### config.mk
export PLATFORM = sky130hd
export DESIGN_NAME = fpr_box_unit
export DESIGN_NICKNAME = d
export VERILOG_FILES = /design/src/rtl/fpr_box_pkg.sv /design/src/rtl/fpr_unbox.sv /design/src/rtl/fpr_sgnj.sv /design/src/rtl/fpr_rebox.sv /design/src/rtl/fpr_box_unit.sv
export SDC_FILE = /design/constraint.sdc
export NUM_CORES = 1
export LEC_CHECK = 0
export BUFFER_PORTS_ARGS = -buffer_cell sky130_fd_sc_hd__buf_2
export CAP_MARGIN = 5
export CORE_AREA = 10 10 344 346
export DETAILED_ROUTE_END_ITERATION = 6
export DIE_AREA = 0 0 354 356
export GPL_TIMING_DRIVEN = 0
export PLACE_DENSITY = 0.3
export SKIP_LAST_GASP = 1
export SYNTH_ARGS = -nofsm -noshare
export SYNTH_HDL_FRONTEND = slang
export SYNTH_SLANG_ARGS = --single-unit
### constraint.sdc
create_clock -name vclk -period 1.59
set_input_delay 0.0795 -clock vclk [all_inputs]
set_output_delay 0.0795 -clock vclk [all_outputs]
set_load 0.05 [all_outputs]
### src/rtl/fpr_box_pkg.sv
package fpr_box_pkg;

   localparam logic [1:0] FMT_SGL  = 2'b00;
   localparam logic [1:0] FMT_DBL  = 2'b01;
   localparam logic [1:0] FMT_HALF = 2'b10;
   localparam logic [1:0] FMT_QUAD = 2'b11;

   localparam logic [1:0] OP_RES  = 2'b00;
   localparam logic [1:0] OP_LOAD = 2'b01;
   localparam logic [1:0] OP_SGNJ = 2'b10;
   localparam logic [1:0] OP_RSVD = 2'b11;

   localparam logic [2:0] SJ_COPY = 3'b000;
   localparam logic [2:0] SJ_NEG  = 3'b001;
   localparam logic [2:0] SJ_XOR  = 3'b010;

   localparam int NUM_SRC  = 2;
   localparam int NUM_PREC = 3;

   typedef struct packed {
      logic wr_en;
      logic illegal;
      logic aerr;
      logic berr;
   } box_flags_t;

endpackage

### src/rtl/fpr_unbox.sv
module fpr_unbox
   import fpr_box_pkg::*;
#(
   parameter int FLEN = 128,
   parameter int DLEN = 64,
   parameter int SLEN = 32,
   parameter int SEXP = 8,
   parameter int DEXP = 11
) (
   input  logic [1:0]      fmt_i,
   input  logic [FLEN-1:0] val_i,
   output logic [FLEN-1:0] op_o,
   output logic            boxerr_o
);
   localparam logic [SLEN-1:0] S_QNAN = {1'b0, {SEXP{1'b1}}, 1'b1, {(SLEN-SEXP-2){1'b0}}};
   localparam logic [DLEN-1:0] D_QNAN = {1'b0, {DEXP{1'b1}}, 1'b1, {(DLEN-DEXP-2){1'b0}}};

   logic            outer_ok;
   logic            inner_ok;
   logic [DLEN-1:0] dbl_view;
   logic [SLEN-1:0] sgl_view;

   // level 1: the double container inside the register
   assign outer_ok = &val_i[FLEN-1:DLEN];
   assign dbl_view = outer_ok ? val_i[DLEN-1:0] : D_QNAN;
   // level 2: the single inside the (possibly substituted) double
   assign inner_ok = &dbl_view[DLEN-1:SLEN];
   assign sgl_view = inner_ok ? dbl_view[SLEN-1:0] : S_QNAN;

   always_comb begin
      op_o     = '0;
      boxerr_o = 1'b0;
      case (fmt_i)
         FMT_SGL: begin
            op_o     = {{(FLEN-SLEN){1'b0}}, sgl_view};
            boxerr_o = ~inner_ok;
         end
         FMT_DBL: begin
            op_o     = {{(FLEN-DLEN){1'b0}}, dbl_view};
            boxerr_o = ~outer_ok;
         end
         FMT_QUAD: op_o = val_i;
         default:  op_o = '0;
      endcase
   end
endmodule

### src/rtl/fpr_sgnj.sv
module fpr_sgnj
   import fpr_box_pkg::*;
#(
   parameter int FLEN = 128,
   parameter int DLEN = 64,
   parameter int SLEN = 32
) (
   input  logic [1:0]      fmt_i,
   input  logic [2:0]      sub_i,
   input  logic [FLEN-1:0] a_i,
   input  logic [FLEN-1:0] b_i,
   output logic [FLEN-1:0] res_o,
   output logic            badsub_o
);
   logic [FLEN-1:0] cand [NUM_PREC];

   for (genvar k = 0; k < NUM_PREC; k++) begin : g_prec
      localparam int SB = (k == 0) ? SLEN-1 : (k == 1) ? DLEN-1 : FLEN-1;
      localparam logic [FLEN-1:0] MASK = {{(FLEN-1){1'b0}}, 1'b1} << SB;
      logic new_sign;
      always_comb begin
         case (sub_i)
            SJ_NEG:  new_sign = ~b_i[SB];
            SJ_XOR:  new_sign = a_i[SB] ^ b_i[SB];
            default: new_sign = b_i[SB];
         endcase
      end
      assign cand[k] = (a_i & ~MASK) | (new_sign ? MASK : '0);
   end

   always_comb begin
      case (fmt_i)
         FMT_SGL: res_o = cand[0];
         FMT_DBL: res_o = cand[1];
         default: res_o = cand[2];
      endcase
   end

   assign badsub_o = (sub_i != SJ_COPY) && (sub_i != SJ_NEG) && (sub_i != SJ_XOR);
endmodule

### src/rtl/fpr_rebox.sv
module fpr_rebox
   import fpr_box_pkg::*;
#(
   parameter int FLEN = 128,
   parameter int DLEN = 64,
   parameter int SLEN = 32
) (
   input  logic [1:0]      fmt_i,
   input  logic [FLEN-1:0] val_i,
   output logic [FLEN-1:0] box_o
);
   logic [DLEN-1:0] inner_box;

   // single boxed into a double first, then the double into the register
   assign inner_box = {{(DLEN-SLEN){1'b1}}, val_i[SLEN-1:0]};

   always_comb begin
      case (fmt_i)
         FMT_SGL: box_o = {{(FLEN-DLEN){1'b1}}, inner_box};
         FMT_DBL: box_o = {{(FLEN-DLEN){1'b1}}, val_i[DLEN-1:0]};
         default: box_o = val_i;
      endcase
   end
endmodule

### src/rtl/fpr_box_unit.sv
module fpr_box_unit
   import fpr_box_pkg::*;
#(
   parameter int FLEN    = 128,
   parameter int DLEN    = 64,
   parameter int SLEN    = 32,
   parameter int SEXP    = 8,
   parameter int DEXP    = 11,
   parameter bit OUT_REG = 1'b0
) (
   input  logic            clk,
   input  logic            rst_n,
   input  logic [1:0]      fmt_i,
   input  logic [1:0]      op_i,
   input  logic [2:0]      sub_i,
   input  logic [FLEN-1:0] rs1_i,
   input  logic [FLEN-1:0] rs2_i,
   input  logic [FLEN-1:0] res_i,
   input  logic [FLEN-1:0] load_i,
   output logic            wr_en_o,
   output logic [FLEN-1:0] wr_val_o,
   output logic [FLEN-1:0] opa_o,
   output logic [FLEN-1:0] opb_o,
   output logic            opa_boxerr_o,
   output logic            opb_boxerr_o,
   output logic            illegal_o
);
   if (!(SLEN < DLEN && DLEN < FLEN)) begin : g_bad_widths
      $error("fpr_box_unit: widths must nest SLEN < DLEN < FLEN");
   end
   if (SEXP + 2 >= SLEN || DEXP + 2 >= DLEN) begin : g_bad_exp
      $error("fpr_box_unit: exponent width leaves no mantissa");
   end

   logic [FLEN-1:0] src   [NUM_SRC];
   logic [FLEN-1:0] unbx  [NUM_SRC];
   logic            berr  [NUM_SRC];

   assign src[0] = rs1_i;
   assign src[1] = rs2_i;

   for (genvar i = 0; i < NUM_SRC; i++) begin : g_src
      fpr_unbox #(.FLEN(FLEN), .DLEN(DLEN), .SLEN(SLEN), .SEXP(SEXP), .DEXP(DEXP)) u_unbox (
         .fmt_i    (fmt_i),
         .val_i    (src[i]),
         .op_o     (unbx[i]),
         .boxerr_o (berr[i])
      );
   end

   logic [FLEN-1:0] sj_res;
   logic            sj_badsub;

   fpr_sgnj #(.FLEN(FLEN), .DLEN(DLEN), .SLEN(SLEN)) u_sgnj (
      .fmt_i    (fmt_i),
      .sub_i    (sub_i),
      .a_i      (unbx[0]),
      .b_i      (unbx[1]),
      .res_o    (sj_res),
      .badsub_o (sj_badsub)
   );

   logic [FLEN-1:0] wsrc;
   always_comb begin
      case (op_i)
         OP_LOAD: wsrc = load_i;
         OP_SGNJ: wsrc = sj_res;
         default: wsrc = res_i;
      endcase
   end

   logic [FLEN-1:0] boxed;
   fpr_rebox #(.FLEN(FLEN), .DLEN(DLEN), .SLEN(SLEN)) u_rebox (
      .fmt_i (fmt_i),
      .val_i (wsrc),
      .box_o (boxed)
   );

   logic            illegal_c;
   box_flags_t      flags_c;
   logic [FLEN-1:0] wval_c;

   assign illegal_c = (fmt_i == FMT_HALF) || (op_i == OP_RSVD)
                    || ((op_i == OP_SGNJ) && sj_badsub);
   assign wval_c    = illegal_c ? '0 : boxed;
   assign flags_c   = '{wr_en: ~illegal_c, illegal: illegal_c, aerr: berr[0], berr: berr[1]};

   box_flags_t      flags_q;
   logic [FLEN-1:0] wval_q;
   logic [FLEN-1:0] opa_q;
   logic [FLEN-1:0] opb_q;

   if (OUT_REG) begin : g_oreg
      always_ff @(posedge clk or negedge rst_n) begin
         if (!rst_n) begin
            flags_q <= '0;
            wval_q  <= '0;
            opa_q   <= '0;
            opb_q   <= '0;
         end else begin
            flags_q <= flags_c;
            wval_q  <= wval_c;
            opa_q   <= unbx[0];
            opb_q   <= unbx[1];
         end
      end
   end else begin : g_comb
      assign flags_q = flags_c;
      assign wval_q  = wval_c;
      assign opa_q   = unbx[0];
      assign opb_q   = unbx[1];
   end

   assign wr_en_o      = flags_q.wr_en;
   assign illegal_o    = flags_q.illegal;
   assign opa_boxerr_o = flags_q.aerr;
   assign opb_boxerr_o = flags_q.berr;
   assign wr_val_o     = wval_q;
   assign opa_o        = opa_q;
   assign opb_o        = opb_q;
endmodule

==> results.ini, run 1 <==
[sta]
setup_viol=260
period_share=1.59
max_clock_freq_mhz=396
setup_ws_ps=-937
whs_ps=504
maxSlewViolCount=0
finalHoldViolCount=0
slew_headroom=0.0948
rsz0062_at_grt=true
fin_crit_ps=2530
worst_pin_slew_ps=1360

[cts]
cts.hold.buffers_added=0

[synth]
synth_cell_types=44
synth_nets=1571
ys_seq_area_frac=0
yosys_warnings=0
synthCells=1047
avgSynthCellArea_um2=5.45
synth.cell_area_mm2=0.00571

[cells_and_area]
num-nets-final=2590
drive_gt1_frac=0.791
fillers=12700
flops_and_latches=0
fin_area_mm2=0.0209
final_cell_mix=buf_2, buf_8, buf_6
regArea_um2=0
syn2layout_area_growth_pct=266
clock_buffers=0
multiInputGateArea_mm2=0.00884
layout_commonest_cell=buf_2

[critical_path]
critPathCaptureType=primary output
cp-start-kind=input pin
crit_type=in -> out
path_max_fanout=5
cp.required_ps=1510
critPathArrivalTime_ps=2450

[floorplanning]
die_h_um=356
start_util=0.0512
core-area_mm2=0.112
num_rows=123
fp.dieW_um=354
num_io_pins=909
dieArea_mm2=0.126

[global_route]
grtUsageTotal=0.153
grt_overflow=0
antenna_found_initial=33
grt_pass1_wl_um=134000
grt_max_degree=12
grt_pass1_vias=14200

[detailed_routing]
drcViolationCount=0
drt_pre_antenna_iters=5
num_vias=13300
drtIter0Drc=840
routed_wl_um=105000
via_per_inst=3.72
antenna_left=0
wl_per_cell_um=29.4

[placement]
place.gp.congestion=0.923
post_dp_cell_area_mm2=0.0143
io_buffers=906
dp_hpwl_um=91100

[power]
sequentialPowerShare=0
comb_power_share=1.000
p_leak_nw=8.98
power_switching_mw=5.98
clkPwrFrac=0
report.power.total_mw=9.55
p_sw_frac=0.626
power_density_mw_per_mm2=457
p_int_mw=3.58
ir_drop_v=0.000172

[run_status]
status=complete, but fails checks
violations=negative setup slack

[run]
max_cap_violations=0

[worst_hold_path]
hp-class=in -> out

==> metrics by stage <==
stage	worst slack [ps]	setup TNS [ps]	util	std cells
CTS	-979	-138550	0.173	3521
finish	-937	-133530	0.187	3569
global placement	-2610	-682760	0.128	3453
global route	-1040	-153900	0.187	3565
detailed placement	-2460	-650270	0.128	3455
floorplan	-576	-27420	-	1047
==> what timing repair did <==
item | in CTS | in global routing
pin swaps | 86 | 112
endpoints found under the hold margin | 0 | 0
gates resized for setup | 1157 | 347
endpoints found under the setup margin | 386 | 312
cloned | 9 | 12
setup buffers | 57 | 41
==> power by group through the flow <==
stage / Sequential [mW] / Combinational (mW) / Clock, mW
detailed placement: 0 / 7.31 / 0
finish: 0 / 9.55 / 0.000000347
global route: 0 / 9.93 / 0.0000000852
CTS: 0 / 9.06 / 0
floorplan: 0 / 4.52 / 0
global placement: 0 / 7.32 / 0
==> metal layers <==
layer  wire length (µm)  vias to the layer above  track usage  share of wire
li1                   -                     5936            -              -
met1              45000                     6583        0.198           0.43
met2              51200                      642        0.270           0.49
met3               7120                       93       0.0311          0.068
met4               1570                       20      0.00867          0.015
met5                134                        -            0         0.0013
==> worst max-delay path, cell delays in order <==
cell      delay (ps)
buf_2            170
nand4_1          220
nor4_4           550
a31oi_4          230
nor3b_4          240
buf_6            180
buf_12           140
a221oi_2         100
nor3_4           300
buf_6            210
==> final timing paths <==
kind | start | end | cells after the start
min | rs2_i[18] | opb_o[18] | 3
max | rs1_i[32] | wr_val_o[4] | 10
==> final cells by class <==
type | count | share of cell area
Buffer | 113 | 0.0659
Timing Repair Buffer | 1021 | 0.415
Multi-Input combinational cell | 903 | 0.423
Tap cell | 1500 | 0.0898
Inverter | 27 | 0.00563
Antenna cell | 5 | 0.000599
==> cells by family after synthesis <==
logic type / synth area share
and+or+nand+nor: 0.518
buffers and inverters: 0.0984
adders and majority gates: 0.00657
xor gates and xnor gates: 0.00153
AOI/OAI and AO/OA: 0.376
==> Yosys cell counts (all sizes together) (3+ instances only) <==
cell type / instances / area share
a21oi: 151 / 0.13
nor2: 134 / 0.088
and3: 130 / 0.14
clkbuf: 101 / 0.066
and2: 88 / 0.096
nand4: 66 / 0.072
a22oi: 63 / 0.083
o21ai: 57 / 0.050
nand2: 55 / 0.036
a31oi: 33 / 0.036
a221oi: 31 / 0.048
inv: 26 / 0.017
nor2b: 25 / 0.027
nor3: 22 / 0.019
buf: 17 / 0.014
nor4: 15 / 0.021
a21o: 4 / 0.0053
nand3: 4 / 0.0035
ha: 3 / 0.0066
Power figures use the tool's default switching activity.
==> run 2, diff against run 1 <==
Settings changed: ABC_AREA from default to 1, CORE_AREA 10 10 344 346 to 10 10 346 348, DIE_AREA 0 0 354 356 to 0 0 356 358.
==> run 2 against run 1 <==
Sequential cell count stayed put. Largest cell class unchanged. Global-route usage rose by 0.32 points. First-iteration DRC count is 26% lower. Synthesized cell count grew 38%. Highest routed layer unchanged. The run still ends with negative setup slack left. Worst hold slack better by 8.8 ps. Total power grew 9.3%. Setup slack lost 27 ps. Critical path depth rose by 7.
==> results.ini, run 2 <==
[synth]
synthCells=1447
ys_seq_area_frac=0
avgSynthCellArea_um2=4.71
synth_cell_types=31
yosys_warnings=0
synth.cell_area_mm2=0.00681
yosysTopAreaCellShare=0.178
synth_top_cells_by_count=nand2_1, nor2_1, a21oi_1
synth_top_area_cell=nand2_1
ys_top_cells_by_area=nand2_1, a21oi_1, nor2_1, inv_1, a22o_1
synth_nets=1971
synth_most_common_cell=nand2_1

[floorplanning]
core-area_mm2=0.112
die_h_um=358
start_util=0.0606
dieArea_mm2=0.127
fp.dieW_um=356
num_io_pins=909
num_rows=123

[cts]
cts.hold.buffers_added=0

[critical_path]
crit_family=compound AO/OA/AOI/OAI gates
critPathCaptureType=primary output
critPathArrivalTime_ps=2470
cp_common_cell=nor2_4
crit_chain=buf_2, nand2_2, nor2_2, nand2_4, nor2_4, nand2_4, o21ai_4, inv_4, buf_6, buf_6, nor2_4, nor2_4, a22oi_2, nand2_2, o21ai_4, a21oi_4, buf_12
path_buf_inv=5
worst_path_largest_cell_delay_ps=380
cp.required_ps=1510
worstSetupPathDepth=17
path_max_fanout=3
crit_type=in -> out
cp-start-kind=input pin
critPathSlowestCell=a22oi_2

[cells_and_area]
fin_util=0.202
fin_area_mm2=0.0227
drive_gt1_frac=0.706
regArea_um2=0
final_cell_mix=buf_2, inv_1, nand2_1
clock_buffers=0
layout_commonest_cell=buf_2
num-nets-final=3037
syn2layout_area_growth_pct=233
flops_and_latches=0

[global_route]
grtUsageTotal=0.156
grt_max_degree=11
grt_pass1_vias=15100
grt_overflow=0
antenna_found_initial=38
grt_pass1_wl_um=138000

[detailed_routing]
antenna_left=0
wl_per_cell_um=26.8
drt_pre_antenna_iters=5
via_per_inst=3.53
routed_wl_um=108000
drtIter0Drc=621
drcViolationCount=0
num_vias=14200

[power]
power_density_mw_per_mm2=460
p_leak_nw=10.2
ir_drop_v=0.000177
report.power.total_mw=10.4

[run]
max_cap_violations=0

[placement]
post_dp_cell_area_mm2=0.0159
dp_hpwl_um=94200
io_buffers=907
place.gp.congestion=0.920

[worst_hold_path]
hp-class=in -> out
holdPathStages=4

[sta]
worst_pin_slew_ps=1050
rsz0062_at_grt=true
fin_crit_ps=2550
slew_headroom=0.296
setup_ws_ps=-964
finalHoldViolCount=0
period_share=1.61
setup_viol=258
max_clock_freq_mhz=392
maxSlewViolCount=0

[run_status]
status=complete, but fails checks
violations=negative setup slack

run 2: cell count changes in the layout (fill, tap and decap cells not counted), sizes merged, moves of 52 or more:
cell   before  now
a21oi     151  246
a22o        0   63
and2       88    1
and3      130    0
inv        25  211
nand2      55  324
nand4      66   14
nor2      135  300
run 2: worst min-delay path, stage by stage:
cell and delay (ps):
buf_2 110, inv_1 60, nor2_2 40, buf_6 140
run 2: layer usage:
metal | vias to the layer above | share of wire | GRT usage
met5 | - | 0.0025 | 0
met3 | 90 | 0.072 | 0.0480
met1 | 6664 | 0.42 | 0.188
met4 | 46 | 0.017 | 0.0237
met2 | 557 | 0.49 | 0.274
li1 | 6816 | - | -
run 2: repair_timing:
action / CTS / global route
setup buffers: 102 / 44
gates resized for setup: 937 / 572
pin swaps: 110 / 95
cloned: 12 / 4
setup endpoints to repair: 387 / 283
run 2: power breakdown:
group	internal [mW]	leakage, nW	switching (mW)	total [mW]
clock network	0.000000452	0.0000507	0	0.000000452
logic	3.92	10.2	6.51	10.4
registers	0	0	0	0
run 2: worst paths after layout:
kind | endpoint | slack [ps] | startpoint
setup / recovery | wr_val_o[61] | -960 | rs1_i[127]
hold / removal | opb_o[37] | 510 | rs2_i[37]
run 2: through the flow:
step	worst slack (ps)	TNS (ps)	cells	hold slack (ps)
5_1_grt	-1020	-152770	4016	535
3_3_place_gp	-3040	-656190	3854	547
6_report	-964	-132430	4019	513
4_1_cts	-1060	-158920	3969	532
3_5_place_dp	-2360	-577000	3856	545
2_1_floorplan	-608	-37380	1447	258
run 2: area by class of cell:
type                            instances  area, µm²
Fill cell                           12900      89700
Multi-Input combinational cell       1115       9500
Timing Repair Buffer                 1065       9060
Tap cell                             1500       1880
Buffer                                106       1260
Inverter                              224        943
Antenna cell                            8       20.0
Timing Repair inverter                  1       16.3
run 2: cells by family after synthesis:
logic type | after synthesis | synth area share
and+or+nand+nor | 697 | 0.439
AOI/OAI and AO/OA | 414 | 0.361
buffers and inverters | 332 | 0.193
adders and majority gates | 3 | 0.00551
xor gates and xnor gates | 1 | 0.00129
==> run 3, diff against run 2 <==
Settings changed: SETUP_SLACK_MARGIN from default to 0.2.
==> run 3 against run 2 <==
The flow finishes with violations (design-rule violations, negative setup slack). Die area unchanged. Non-clock buffer count down 47. Global-route usage decreased by 0.53 points. Fmax up 3.3%. Final cell count down 1.1%. Total power fell by 5.4%. Design area shrank 3.1%. Critical path type unchanged. Largest cell class unchanged. Core utilization is 0.63 points lower. First-iteration DRC count grew 11%. Critical path depth up 2. Combinational power is 5% lower.
==> results.ini, run 3 (synthesized netlist as in run 2, its figures left out) <==
[global_route]
antenna_found_initial=34
grt_pass1_vias=14800
grt_pass1_wl_um=134000
grtUsageTotal=0.151
grt_overflow=0
grt_max_degree=11

[critical_path]
cp_common_cell=nor2_4
critPathArrivalTime_ps=2390
cp-start-kind=input pin
critPathCaptureType=primary output
crit_chain=buf_8, nand2_4, nor2_4, nand2_2, nor2_4, nand2_4, o21ai_4, buf_12, inv_8, nor2_8, inv_12, buf_4, buf_12, nor2_4, a22oi_1, nand2_1, o21ai_2, a21oi_4, buf_8
cp.required_ps=1510
worst_path_largest_cell_delay_ps=220
critPathSlowestCell=nor2_4
crit_type=in -> out
path_max_fanout=4

[cells_and_area]
drive_gt1_frac=0.700
fillers=12900
final_cell_mix=buf_2, inv_1, nor2_4
layout_commonest_cell=buf_2
syn2layout_area_growth_pct=222
fin_area_mm2=0.0220
regArea_um2=0
flops_and_latches=0
fin_util=0.195
clock_buffers=0
num-nets-final=2990
layout.cells.non_filler=3975

[worst_hold_path]
hp-class=in -> out
worstHoldEndpoint=opb_o[65]
hold_start=rs2_i[65]
holdPathStages=4

[power]
report.power.total_mw=9.88
p_leak_nw=10.0
ir_drop_v=0.000202
power_density_mw_per_mm2=450

[placement]
dp_cells=3856
place.gp.congestion=0.925
dp_hpwl_um=91200
post_dp_cell_area_mm2=0.0165
io_buffers=907

[floorplanning]
dieArea_mm2=0.127
start_util=0.0606
die_h_um=358
fp.dieW_um=356
core-area_mm2=0.112
num_io_pins=909
num_rows=123

[detailed_routing]
via_per_inst=3.55
antenna_left=0
num_vias=14100
drt_pre_antenna_iters=7
drcViolationCount=3
wl_per_cell_um=26.1
drtIter0Drc=688
routed_wl_um=104000

[run]
max_cap_violations=0

[sta]
max_clock_freq_mhz=404
worst_pin_slew_ps=850
maxSlewViolCount=0
fin_crit_ps=2470
setup_ws_ps=-883
finalHoldViolCount=0
rsz0062_at_grt=true
period_share=1.56
slew_headroom=0.433
whs_ps=500
setup_viol=284

[run_status]
status=complete, but fails checks
violations=design-rule violations, negative setup slack

[cts]
cts.hold.buffers_added=0

==> run 3: how the worst max path moves through the flow <==
stage | startpoint | endpoint | slack (ps) | cells past startpoint
finish | rs1_i[71] | wr_val_o[34] | -880 | 19
global route | rs1_i[71] | wr_val_o[4] | -980 | 18
CTS | rs1_i[69] | wr_val_o[19] | -960 | 18
detailed placement | fmt_i[1] | wr_val_o[9] | -2010 | 10
global placement | fmt_i[1] | wr_val_o[9] | -2020 | 10
floorplan | rs1_i[123] | wr_val_o[0] | -610 | 15
==> run 3: area by class of cell <==
cell class	count	area [µm²]	share of cell area
diodes	11	27.5	0.00125
plain buffers	108	1220	0.0554
inverters	224	935	0.0426
multi-input cells	1115	9430	0.429
well taps	1500	1880	0.0855
repair buffers	1016	8470	0.386
repair inverters	1	8.76	0.000399
==> run 3: timing repair <==
action	CTS	global route
gates cloned	13	2
pin swaps	132	104
setup endpoints to repair	385	324
setup buffers	50	43
gates resized for setup	975	294
==> run 3: through the flow <==
stage	TNS, ps	setup slack, ps
3_5_place_dp	-364410	-2010
6_report	-109420	-883
3_3_place_gp	-374030	-2020
5_1_grt	-134260	-983
4_1_cts	-120710	-960
2_1_floorplan	-32470	-608
==> run 3: critical path, delay by kind of cell <==
family,cells,cell delay [ps]
simple gates,8,1020
compound gates,4,480
buf+inv,7,780
==> run 3: routing by layer <==
metal	vias up	track usage	share of wire
met2	561	0.272	0.50
met5	-	0	0.0020
met3	52	0.0411	0.079
met4	36	0.00506	0.0038
li1	6716	-	-
met1	6761	0.186	0.41
==> run 3: power by group <==
group	internal [mW]	total (mW)	switching, mW
clock	0.000000621	0.000000621	0
sequential	0	0	0
combinational	3.63	9.88	6.25
total	3.63	9.88	6.25
